--- config.mk ---
export PLATFORM = sky130hd
export DESIGN_NAME = irq_chain_top
export DESIGN_NICKNAME = d
export VERILOG_FILES = /design/src/rtl/irq_chain_pkg.sv /design/src/rtl/irq_stage.sv /design/src/rtl/irq_vec_mux.sv /design/src/rtl/irq_chain_top.sv
export SDC_FILE = /design/constraint.sdc
export NUM_CORES = 1
export LEC_CHECK = 0
export BUFFER_PORTS_ARGS = -buffer_cell sky130_fd_sc_hd__buf_2
export CAP_MARGIN = 30
export CORE_AREA = 2 2 39 41
export CTS_CLUSTER_DIAMETER = 40
export DETAILED_ROUTE_END_ITERATION = 8
export DIE_AREA = 0 0 41 43
export HOLD_SLACK_MARGIN = 0.03
export PLACE_DENSITY = 0.54
export SLEW_MARGIN = 10
export SYNTH_ARGS = -nofsm -noshare
export SYNTH_HDL_FRONTEND = slang
export SYNTH_SLANG_ARGS = --single-unit
--- constraint.sdc ---
create_clock -name clk -period 1.8 [get_ports clk]
set_clock_uncertainty 0.05 [all_clocks]
set_input_delay 0.18 -clock clk [delete_from_list [all_inputs] [get_ports clk]]
set_output_delay 0.18 -clock clk [all_outputs]
set_load 0.01 [all_outputs]
--- src/rtl/irq_chain_pkg.sv ---
package irq_chain_pkg;

    typedef struct packed {
        logic req;
    } stage_state_t;

endpackage

--- src/rtl/irq_stage.sv ---
module irq_stage
    import irq_chain_pkg::*;
(
    input  logic clk,
    input  logic rst_n,
    input  logic dev_req,
    input  logic pri_in,
    output logic pri_out,
    output logic vec_en,
    output logic req_flag
);

    stage_state_t st_d, st_q;

    always_comb begin
        st_d    = st_q;
        vec_en  = pri_in & st_q.req;
        pri_out = pri_in & ~st_q.req;
        // pri_in can only be high while the processor acknowledges,
        // so an enabled stage is a serviced stage
        if (vec_en)
            st_d.req = 1'b0;
        else if (dev_req)
            st_d.req = 1'b1;
    end

    always_ff @(posedge clk or negedge rst_n) begin
        if (!rst_n)
            st_q <= '0;
        else
            st_q <= st_d;
    end

    assign req_flag = st_q.req;

endmodule

--- src/rtl/irq_vec_mux.sv ---
module irq_vec_mux #(
    parameter int NUM_STAGES = 3,
    parameter int VEC_W      = 8,
    parameter logic [NUM_STAGES*VEC_W-1:0] VEC_TABLE = 24'h38_24_10
) (
    input  logic [NUM_STAGES-1:0] sel,
    output logic [VEC_W-1:0]      bus_out
);

    logic [VEC_W-1:0] masked [NUM_STAGES];

    for (genvar i = 0; i < NUM_STAGES; i++) begin : g_mask
        assign masked[i] = sel[i] ? VEC_TABLE[i*VEC_W +: VEC_W] : '0;
    end

    always_comb begin
        bus_out = '0;
        for (int i = 0; i < NUM_STAGES; i++)
            bus_out = bus_out | masked[i];
    end

endmodule

--- src/rtl/irq_chain_top.sv ---
module irq_chain_top #(
    parameter int NUM_STAGES = 3,
    parameter int VEC_W      = 8,
    parameter logic [NUM_STAGES*VEC_W-1:0] VEC_TABLE = 24'h38_24_10
) (
    input  logic                  clk,
    input  logic                  rst_n,
    input  logic [NUM_STAGES-1:0] dev_req,
    input  logic                  cpu_ack,
    output logic                  cpu_irq,
    output logic [NUM_STAGES-1:0] vec_en,
    output logic [VEC_W-1:0]      vec_bus
);

    localparam int LINKS = NUM_STAGES + 1;

    logic [LINKS-1:0]      pri_link;
    logic [NUM_STAGES-1:0] flags;

    assign pri_link[0] = cpu_ack;

    for (genvar i = 0; i < NUM_STAGES; i++) begin : g_stage
        irq_stage stage_i (
            .clk      (clk),
            .rst_n    (rst_n),
            .dev_req  (dev_req[i]),
            .pri_in   (pri_link[i]),
            .pri_out  (pri_link[i+1]),
            .vec_en   (vec_en[i]),
            .req_flag (flags[i])
        );
    end

    assign cpu_irq = |flags;

    irq_vec_mux #(
        .NUM_STAGES (NUM_STAGES),
        .VEC_W      (VEC_W),
        .VEC_TABLE  (VEC_TABLE)
    ) mux_i (
        .sel     (vec_en),
        .bus_out (vec_bus)
    );

endmodule

==> metrics.md, run 1 <==
| Metric | Value |
|---|---|
| GRT overflow | `0` |
| Leakage | `~0.17 nW` |
| Post-synthesis sequential area ratio | `0.324` |
| Rows | `14` |
| Worst-skew pair later-pin latency | `230 ps` |
| First-pass GRT wire length | `~580 microns` |
| CTS sink cnt | `3` |
| WL final | `446 microns` |
| Number of flops mapped to enable cells by yosys | `0` |
| Routed length per placed instance | `between 7 and 8 microns` |
| Max reg flops | `3` |
| Number of DRC markers in iteration 0 | `1` |
| Core area | `0.00138 sq mm` |
| Hold endpoint | `g_stage[1].stage_i.req_flag` |
| Clk slew on worst S/H paths | `approximately 40 ps` |
| Clock root buffer | `clkbuf_4` |
| Total clock buffers created by CTS | `3` |
| PwrDens | `918 mW/mm^2` |
| Yosys top cell by area | `dfrtp_1` |
| Via count | `196` |
| Worst setup SP type | `register` |
| Drt drc | `0` |
| Util after Layout | `0.214` |
| Peak VDD IR | `between 100 and 150 uV` |
| Max H-tree Level | `1` |
| R2r endpoint | `g_stage[1].stage_i.req_flag` |
| Crit path required time | `1570 ps` |
| TritonCTS clock tree | `done` |
| Area of the die | `between 0.0015 and 0.002 sq mm` |
| Final hold violation count | `0` |
| Crit. End Element | `output pin` |
| Final period util | `0.766` |
| Initial antenna violation count | `0` |
| CTS resizes | `0` |
| Post-route cell area | `just under 300 sq um` |
| Fmax | `about 730 MHz` |
| # diodes | `0` |
| Port bufs | `13` |
| I/O pins | `18` |
| Flops & latches, synth | `3` |
| Synthesized area per cell | `8.27 sq um` |
| R2r startpoint | `g_stage[0].stage_i.req_flag` |
| Worst hold path type | `in -> reg` |
| Hold depth | `3` |
| ANT nets after route | `0` |
| Unrepaired setup endpoints after global routing | `false` |
| Hold path startpoint | `dev_req[1]` |
| Drt pass-1 iters | `4` |
| Crit Path Max Fanout | `6` |
| Setup CP Type | `reg -> out` |
| Status | `complete, no violations` |
| Tot Pwr | `272 uW` |
| Layout overhead on the synthesized area | `28.1%` |
| Gpl congestion | `between 0.5 and 0.6` |
| Most common cell in the netlist | `buf_4` |
| Worst Reg-to-Reg Cells | `2` |
| Ys Warns | `0` |
| Fraction of layout cells with a size suffix above 1 | `0.425` |
| CP max stage delay | `approximately 410 ps` |
| Maxcap violations | `0` |
| Starting Density | `0.167` |
| Top cell type's share of synthesized area | `0.324` |
| Largest net degree at the start of global routing | `7` |
| Vias in the first global route | `between 150 and 200` |
| Layout Nets | `47` |
| CP max-delay cell | `dfrtp_1` |
| Mapped cell area | `231 sq um` |
| Worst path arrival time | `1150 ps` |
| Clock period minus worst slack | `1380 ps` |
| Die Ht | `between 40 and 50 microns` |
| Max-slew violations | `0` |
| R2r setup slk | `approximately 890 ps` |
| Endpoints failing setup | `0` |
| Post-synth top cells | `buf_4, nor2_1, dfrtp_1` |
| Synth area leaders | `dfrtp_1, buf_4, nor2_1` |
| Crit path cell chain | `or3_1, buf_2` |
| Vias per inst | `3.50` |
| Mapped Cells | `28` |
| Ys async rst share | `1.00` |
| Placed Instance Area | `260 sq um` |
| Dominant synthesized flop cell | `dfrtp_1` |
| Distinct cells, synth | `13` |
| CTS Buffer Depth | `2` |
| Fin Setup TNS | `0 ps` |
| All-Layer GR Usage | `0.0574` |
| DIE WIDTH | `41 microns` |
worst max path at each step:
stage	start	cells past startpoint	endpoint	slack, ps
CTS	g_stage[1].stage_i.req_flag	2	cpu_irq	410
global route	g_stage[1].stage_i.req_flag	3	vec_bus[4]	370
floorplan	g_stage[1].stage_i.req_flag	2	vec_bus[4]	740
detailed placement	g_stage[1].stage_i.req_flag	2	cpu_irq	660
finish	g_stage[1].stage_i.req_flag	2	cpu_irq	420
global placement	g_stage[1].stage_i.req_flag	2	cpu_irq	680
logic make-up after synthesis:
group           share of synthesized area
simple gates                        0.249
buf+inv                             0.308
compound gates                      0.103
flops                               0.324
other cells                        0.0162
routing by layer:
layer / up-vias / share of wire / GRT usage
met5: - / 0 / 0
met4: 0 / 0 / 0.0800
met3: 0 / 0.11 / 0.0314
met2: 10 / 0.46 / 0.0625
met1: 86 / 0.42 / 0.0617
li1: 100 / - / -
worst max-delay path: cells and delay by family, from the launching register on:
kind / cells / cell delay, ps
AND/OR/NAND/NOR: 1 / 370
flip-flops: 1 / 410
buffers and inverters: 1 / 140
area by class of cell:
type,instances,area [sq um]
sequential,3,75.1
inverter,1,3.75
tap,16,20.0
timing repair buffer,14,75.1
fill,164,1090
clock buffer,4,26.3
multi-input combinational,18,96.3
per-stage QoR:
step / hold WS [ps] / std cells / setup slack [ps]
after floorplan: -166 / 31 / 738
after detailed placement: -69.3 / 51 / 660
after global routing: 133 / 56 / 374
after CTS: 118 / 56 / 407
after global placement: -72.1 / 51 / 676
final: 121 / 56 / 421
cell usage in the layout (no fill, tap or decap), types with 3 or more instances in the layout:
master | netlist | layout
dfrtp_1 | 3 | 3
conb_1 | 1 | 4
nor2_1 | 6 | 6
clkbuf_4 | 0 | 3
buf_2 | 0 | 13
power breakdown:
group / switching [mW] / total, mW / internal [mW] / leakage [nW]
Clock: 0.0338 / 0.117 / 0.0830 / 0.0150
Combinational: 0.0335 / 0.0638 / 0.0303 / 0.122
Sequential: 0.0134 / 0.0915 / 0.0781 / 0.0311
Total: 0.0807 / 0.272 / 0.191 / 0.168
what timing repair did:
action,CTS,global route
setup endpoints to repair,0,0
hold endpoints to repair,3,0
buffers inserted,0,0
hold buffers,1,0
Power figures use the tool's default switching activity.
==> run 2: changes to the inputs <==
- PLACE_DENSITY: 0.54 -> 0.55
- clock period: 1.8 -> 1.2 ns (I/O delays scaled with it)
==> run 2 against run 1 <==
- the run now ends with setup timing left
- highest routed layer is now met4
- register-to-register slack got worse by 660 ps
- critical endpoint unchanged
- count of clock-buffer cells in the layout unchanged
- sequential cell count unchanged
==> metrics.md, run 2 (synthesis gave the netlist of run 1 again) <==
| Metric | Value |
|---|---|
| Status | `finished, violations left` |
| Failing checks | `setup timing` |
| Port bufs | `13` |
| Worst hold path type | `in -> reg` |
| Setup CP Type | `reg -> out` |
| All-Layer GR Usage | `0.0734` |
| ANT nets after route | `0` |
| First-pass GRT wire length | `about 750 microns` |
| GRT overflow | `0` |
| P_int | `roughly 320 uW` |
| Placed insts | `51` |
| Comb pwr share | `0.305` |
| PwrDens | `1330 mW/mm^2` |
| Crit. End Element | `output pin` |
| I/O pins | `18` |
| Clock power share | `0.399` |
| Peak VDD IR | `344 uV` |
| # diodes | `0` |
| Buf/Inv on CP | `1` |
| Core area | `approximately 0.0014 sq mm` |
| Drt drc | `0` |
| Final hold violation count | `0` |
| Number of DRC markers in iteration 0 | `1` |
| Sequential share of power | `0.296` |
| Sw Share | `0.296` |
| HPWL after DPL | `about 370 microns` |
| Worst path arrival time | `1130 ps` |
| Total clock buffers created by CTS | `3` |
| Sw Pwr | `~130 uW` |
| FF+latch area | `between 70 and 80 sq um` |
| Max-slew violations | `0` |
| Worst-skew pair later-pin latency | `~240 ps` |
| Rows | `14` |
| Vias per inst | `between 3 and 4` |
| Clock period minus worst slack | `1300 ps` |
| DIE WIDTH | `around 41 microns` |
| CTS Buffer Depth | `2` |
| Routed length per placed instance | `slightly above 8 microns` |
| Gpl congestion | `approximately 0.64` |
| Commonest non-fill, non-tap cell in the layout | `buf_2` |
| Leakage | `0.186 nW` |
| Drt pass-1 iters | `2` |
| Via count | `approximately 200` |
| Fin Setup TNS | `-320 ps` |
| Final period util | `1.09` |
| CP max stage delay | `410 ps` |
| Crit path required time | `~1000 ps` |
| DP Worst Slack | `~130 ps` |
| Commonest cells after routing, fill and taps aside | `buf_2, nor2_1, conb_1` |
| WL final | `~480 microns` |
| Die Ht | `between 40 and 50 microns` |
| Non-filler cells, final | `about 60` |
| Endpoints failing setup | `7` |
| Max H-tree Level | `1` |
| Largest net degree at the start of global routing | `7` |
| Fraction of layout cells with a size suffix above 1 | `0.488` |
| Area of the die | `around 0.0018 sq mm` |
| Vias in the first global route | `about 190` |
| Top delay family on crit path | `flip-flops` |
| Layout Nets | `50` |
| Maxcap violations | `0` |
| Crit path cell chain | `or3_1, buf_2` |
| Max reg flops | `3` |
| Layout overhead on the synthesized area | `47.0%` |
| TritonCTS clock tree | `done` |
| Fmax | `about 770 MHz` |
| Crit Path Max Fanout | `5` |
| Clk slew on worst S/H paths | `approximately 40 ps` |
| CTS sink cnt | `3` |
| Setup slack after layout | `-104 ps` |
| Unrepaired setup endpoints after global routing | `true` |
| Tot Pwr | `around 450 uW` |
| CP max-delay cell | `dfrtp_1` |
| Multi-input gate area in the final layout | `approximately 100 sq um` |
| Clock root buffer | `clkbuf_4` |
| Initial antenna violation count | `0` |
| Starting Density | `0.167` |
| Fill cells | `160` |
| Worst setup SP type | `register` |
-- run 2: power groups by stage --
stage / Sequential (mW) / Clock, mW / Combinational, mW
2_1_floorplan: 0.133 / 0 / 0.0866
3_3_place_gp: 0.137 / 0 / 0.0931
3_5_place_dp: 0.138 / 0 / 0.0946
4_1_cts: 0.134 / 0.190 / 0.140
5_1_grt: 0.137 / 0.204 / 0.152
6_report: 0.134 / 0.181 / 0.139
-- run 2: worst paths after layout --
kind	startpoint	end	slack [ps]	depth (start not counted)
min in group asynchronous	rst_n	g_stage[0].stage_i.req_flag	160	2
worst min register to register	g_stage[1].stage_i.req_flag	g_stage[1].stage_i.req_flag	510	2
worst max register to register	g_stage[0].stage_i.req_flag	g_stage[0].stage_i.req_flag	230	4
worst min-delay path	dev_req[0]	g_stage[0].stage_i.req_flag	50	3
max in group asynchronous	rst_n	g_stage[2].stage_i.req_flag	830	2
worst max-delay path	g_stage[0].stage_i.req_flag	cpu_irq	-100	2
-- run 2: cell type report --
cell class,count,share of cell area
Multi-Input combinational cell,18,0.290
Timing Repair Buffer,17,0.342
Clock buffer,4,0.0772
Inverter,1,0.0110
Tap cell,16,0.0588
Sequential cell,3,0.221
-- run 2: stage by stage --
stage	hold WS, ps	instance area, sq um	utilization
floorplan	-226	243	-
global placement	-130	260	0.188
detailed placement	-127	260	0.188
CTS	46.2	340	0.246
global route	49.5	340	0.246
finish	49.1	340	0.246
-- run 2: routing by layer --
layer / vias up / wire [microns] / global-route usage / share of wire
met5: - / 0 / 0 / 0
met4: 0 / 23 / 0.100 / 0.048
met3: 4 / 35 / 0.0471 / 0.072
met2: 9 / 229 / 0.0813 / 0.47
met1: 84 / 196 / 0.0744 / 0.40
li1: 106 / - / - / -
-- run 2: worst reg2reg max path, stage by stage (launching register included) --
cell and delay [ps]:
dfrtp_1 410, buf_4 150, buf_4 120, nor2_1 90, nor2_1 40
-- run 2: what timing repair did --
action	4_1_cts	5_1_grt
endpoints found under the setup margin	6	8
hold buffers	1	0
hold endpoints to repair	3	0
gates resized for setup	6	0
gates cloned	0	0
pin swaps	1	0
setup buffers	3	0
==> run 3: changes to the inputs <==
- CELL_PAD_IN_SITES_DETAIL_PLACEMENT: default -> 1
- CELL_PAD_IN_SITES_GLOBAL_PLACEMENT: default -> 2
- CORE_AREA: 2 2 39 41 -> default
- CORE_UTILIZATION: default -> 15
- DIE_AREA: 0 0 41 43 -> default
- PLACE_DENSITY: 0.55 -> 0.78
==> run 3 against run 2 <==
- the flow still finishes with violations (setup timing)
- final area is 7.0% higher
- count of clock-buffer cells in the layout stayed put
- combinational power is 20% higher
- first-iteration DRC count grew to 5.0 times the previous value
- critical endpoint unchanged
- largest cell class unchanged
- largest power group unchanged
==> metrics.md, run 3 (synthesis gave the netlist of run 1 again) <==
| Metric | Value |
|---|---|
| Vias in the first global route | `~170` |
| Worst setup SP type | `register` |
| Worst-skew pair later-pin latency | `approximately 230 ps` |
| Peak VDD IR | `about 270 uV` |
| Crit Path Max Fanout | `5` |
| R2r endpoint | `g_stage[1].stage_i.req_flag` |
| DIE WIDTH | `between 40 and 50 microns` |
| Maxcap violations | `0` |
| CP max stage delay | `roughly 420 ps` |
| TritonCTS clock tree | `done` |
| Starting Density | `0.169` |
| Routed length per placed instance | `approximately 8.6 microns` |
| Max H-tree Level | `1` |
| Core area | `around 0.0014 sq mm` |
| CTS Buffer Depth | `2` |
| DP Worst Slack | `around 110 ps` |
| Gpl congestion | `about 0.6` |
| Total clock buffers created by CTS | `3` |
| CTS sink cnt | `3` |
| Area of the die | `0.00170 sq mm` |
| R2r setup slk | `approximately 240 ps` |
| Port bufs | `13` |
| R2r startpoint | `g_stage[1].stage_i.req_flag` |
| Rows | `13` |
| Max-slew violations | `0` |
| Via count | `between 200 and 250` |
| Endpoints failing setup | `8` |
| Worst Reg-to-Reg Cells | `4` |
| Util after Layout | `0.266` |
| Clock root buffer | `clkbuf_4` |
| Vias per inst | `~3.8` |
| Met2 wire length | `280 microns` |
| Die Ht | `41.3 microns` |
| Initial antenna violation count | `0` |
| Highest metal used | `met3` |
| Drt pass-1 iters | `2` |
| # diodes | `0` |
| CP Capture Point | `cpu_irq` |
| PwrDens | `~1300 mW/mm^2` |
| GRT overflow | `0` |
| Commonest non-fill, non-tap cell in the layout | `buf_2` |
| Crit path cell chain | `or3_1, buf_2` |
| Unrepaired setup endpoints after global routing | `true` |
| Leakage | `a little over 0.2 nW` |
| First-pass GRT wire length | `around 610 microns` |
| Crit. End Element | `output pin` |
| Drt drc | `0` |
| Status | `finished, violations left` |
| WL final | `around 520 microns` |
| Number of DRC markers in iteration 0 | `5` |
| I/O pins | `18` |
| Fmax | `763 MHz` |
| Metal-1 WL | `198 microns` |
| Final hold violation count | `0` |
| Crit. path cell count | `2` |
| Buf/Inv on CP | `1` |
| Fraction of layout cells with a size suffix above 1 | `0.630` |
| Top delay family on crit path | `flip-flops` |
| Worst hold path type | `in -> reg` |
| Layout overhead on the synthesized area | `57.3%` |
| Failing checks | `setup timing` |
| Setup CP Type | `reg -> out` |
| Fin Setup TNS | `-581 ps` |
| Setup slack after layout | `-111 ps` |
| Clock period minus worst slack | `between 1000 and 1500 ps` |
| Crit path required time | `slightly above 1000 ps` |
| All-Layer GR Usage | `0.0636` |
| Clk slew on worst S/H paths | `~40 ps` |
| Critical path launch point | `g_stage[0].stage_i.req_flag` |
| Commonest cells after routing, fill and taps aside | `buf_2, nor2_1, buf_4, conb_1, clkbuf_4` |
| ANT nets after route | `0` |
| Max reg flops | `3` |
| Largest net degree at the start of global routing | `7` |
| CP max-delay cell | `dfrtp_1` |
| Worst path arrival time | `about 1100 ps` |
| Met3 Wirelength | `around 44 microns` |
| Final period util | `1.09` |
| Layout Nets | `53` |
-- run 3: tightest hold or removal path, cell delays in order --
cell    delay, ps
buf_2          80
nor2_1         30
nor2_1         70
-- run 3: metal layers --
metal,track usage,vias up
li1,-,114
met1,0.0617,106
met2,0.0898,9
met3,0.0326,0
met4,0.0726,0
met5,0,-
-- run 3: stage by stage --
stage	std cells	instance area (sq um)	hold WS (ps)	power, mW
after floorplan	31	243	-226	0.220
after global placement	50	259	-131	0.232
after detailed placement	50	259	-132	0.233
after CTS	59	337	54.4	0.462
after global routing	61	364	65.1	0.512
final	61	364	56.1	0.479
-- run 3: how the worst min path moves through the flow --
stage,to,startpoint,cells past startpoint,slack [ps]
finish,g_stage[1].stage_i.req_flag,dev_req[1],3,60
global route,g_stage[1].stage_i.req_flag,dev_req[1],3,70
CTS,g_stage[0].stage_i.req_flag,dev_req[0],3,50
detailed placement,g_stage[0].stage_i.req_flag,rst_n,1,-130
global placement,g_stage[0].stage_i.req_flag,rst_n,1,-130
floorplan,g_stage[0].stage_i.req_flag,rst_n,0,-230
-- run 3: where the power goes --
| group | internal [mW] | switching, mW |
|---|---|---|
| Sequential | 0.118 | 0.0199 |
| Clock | 0.124 | 0.0490 |
| Combinational | 0.0964 | 0.0704 |
-- run 3: final cells by class --
class | instances | area, sq um
Fill cell | 177 | 1000
Timing Repair Buffer | 20 | 124
Multi-Input combinational cell | 18 | 115
Sequential cell | 3 | 76.3
Clock buffer | 4 | 26.3
Tap cell | 15 | 18.8
Inverter | 1 | 3.75
-- run 3: what timing repair did --
action | 4_1_cts | 5_1_grt
hold buffers | 1 | 0
endpoints found under the hold margin | 3 | 0
setup buffers | 4 | 2
pin swaps | 2 | 1
resized for setup | 3 | 5
setup endpoints to repair | 6 | 8
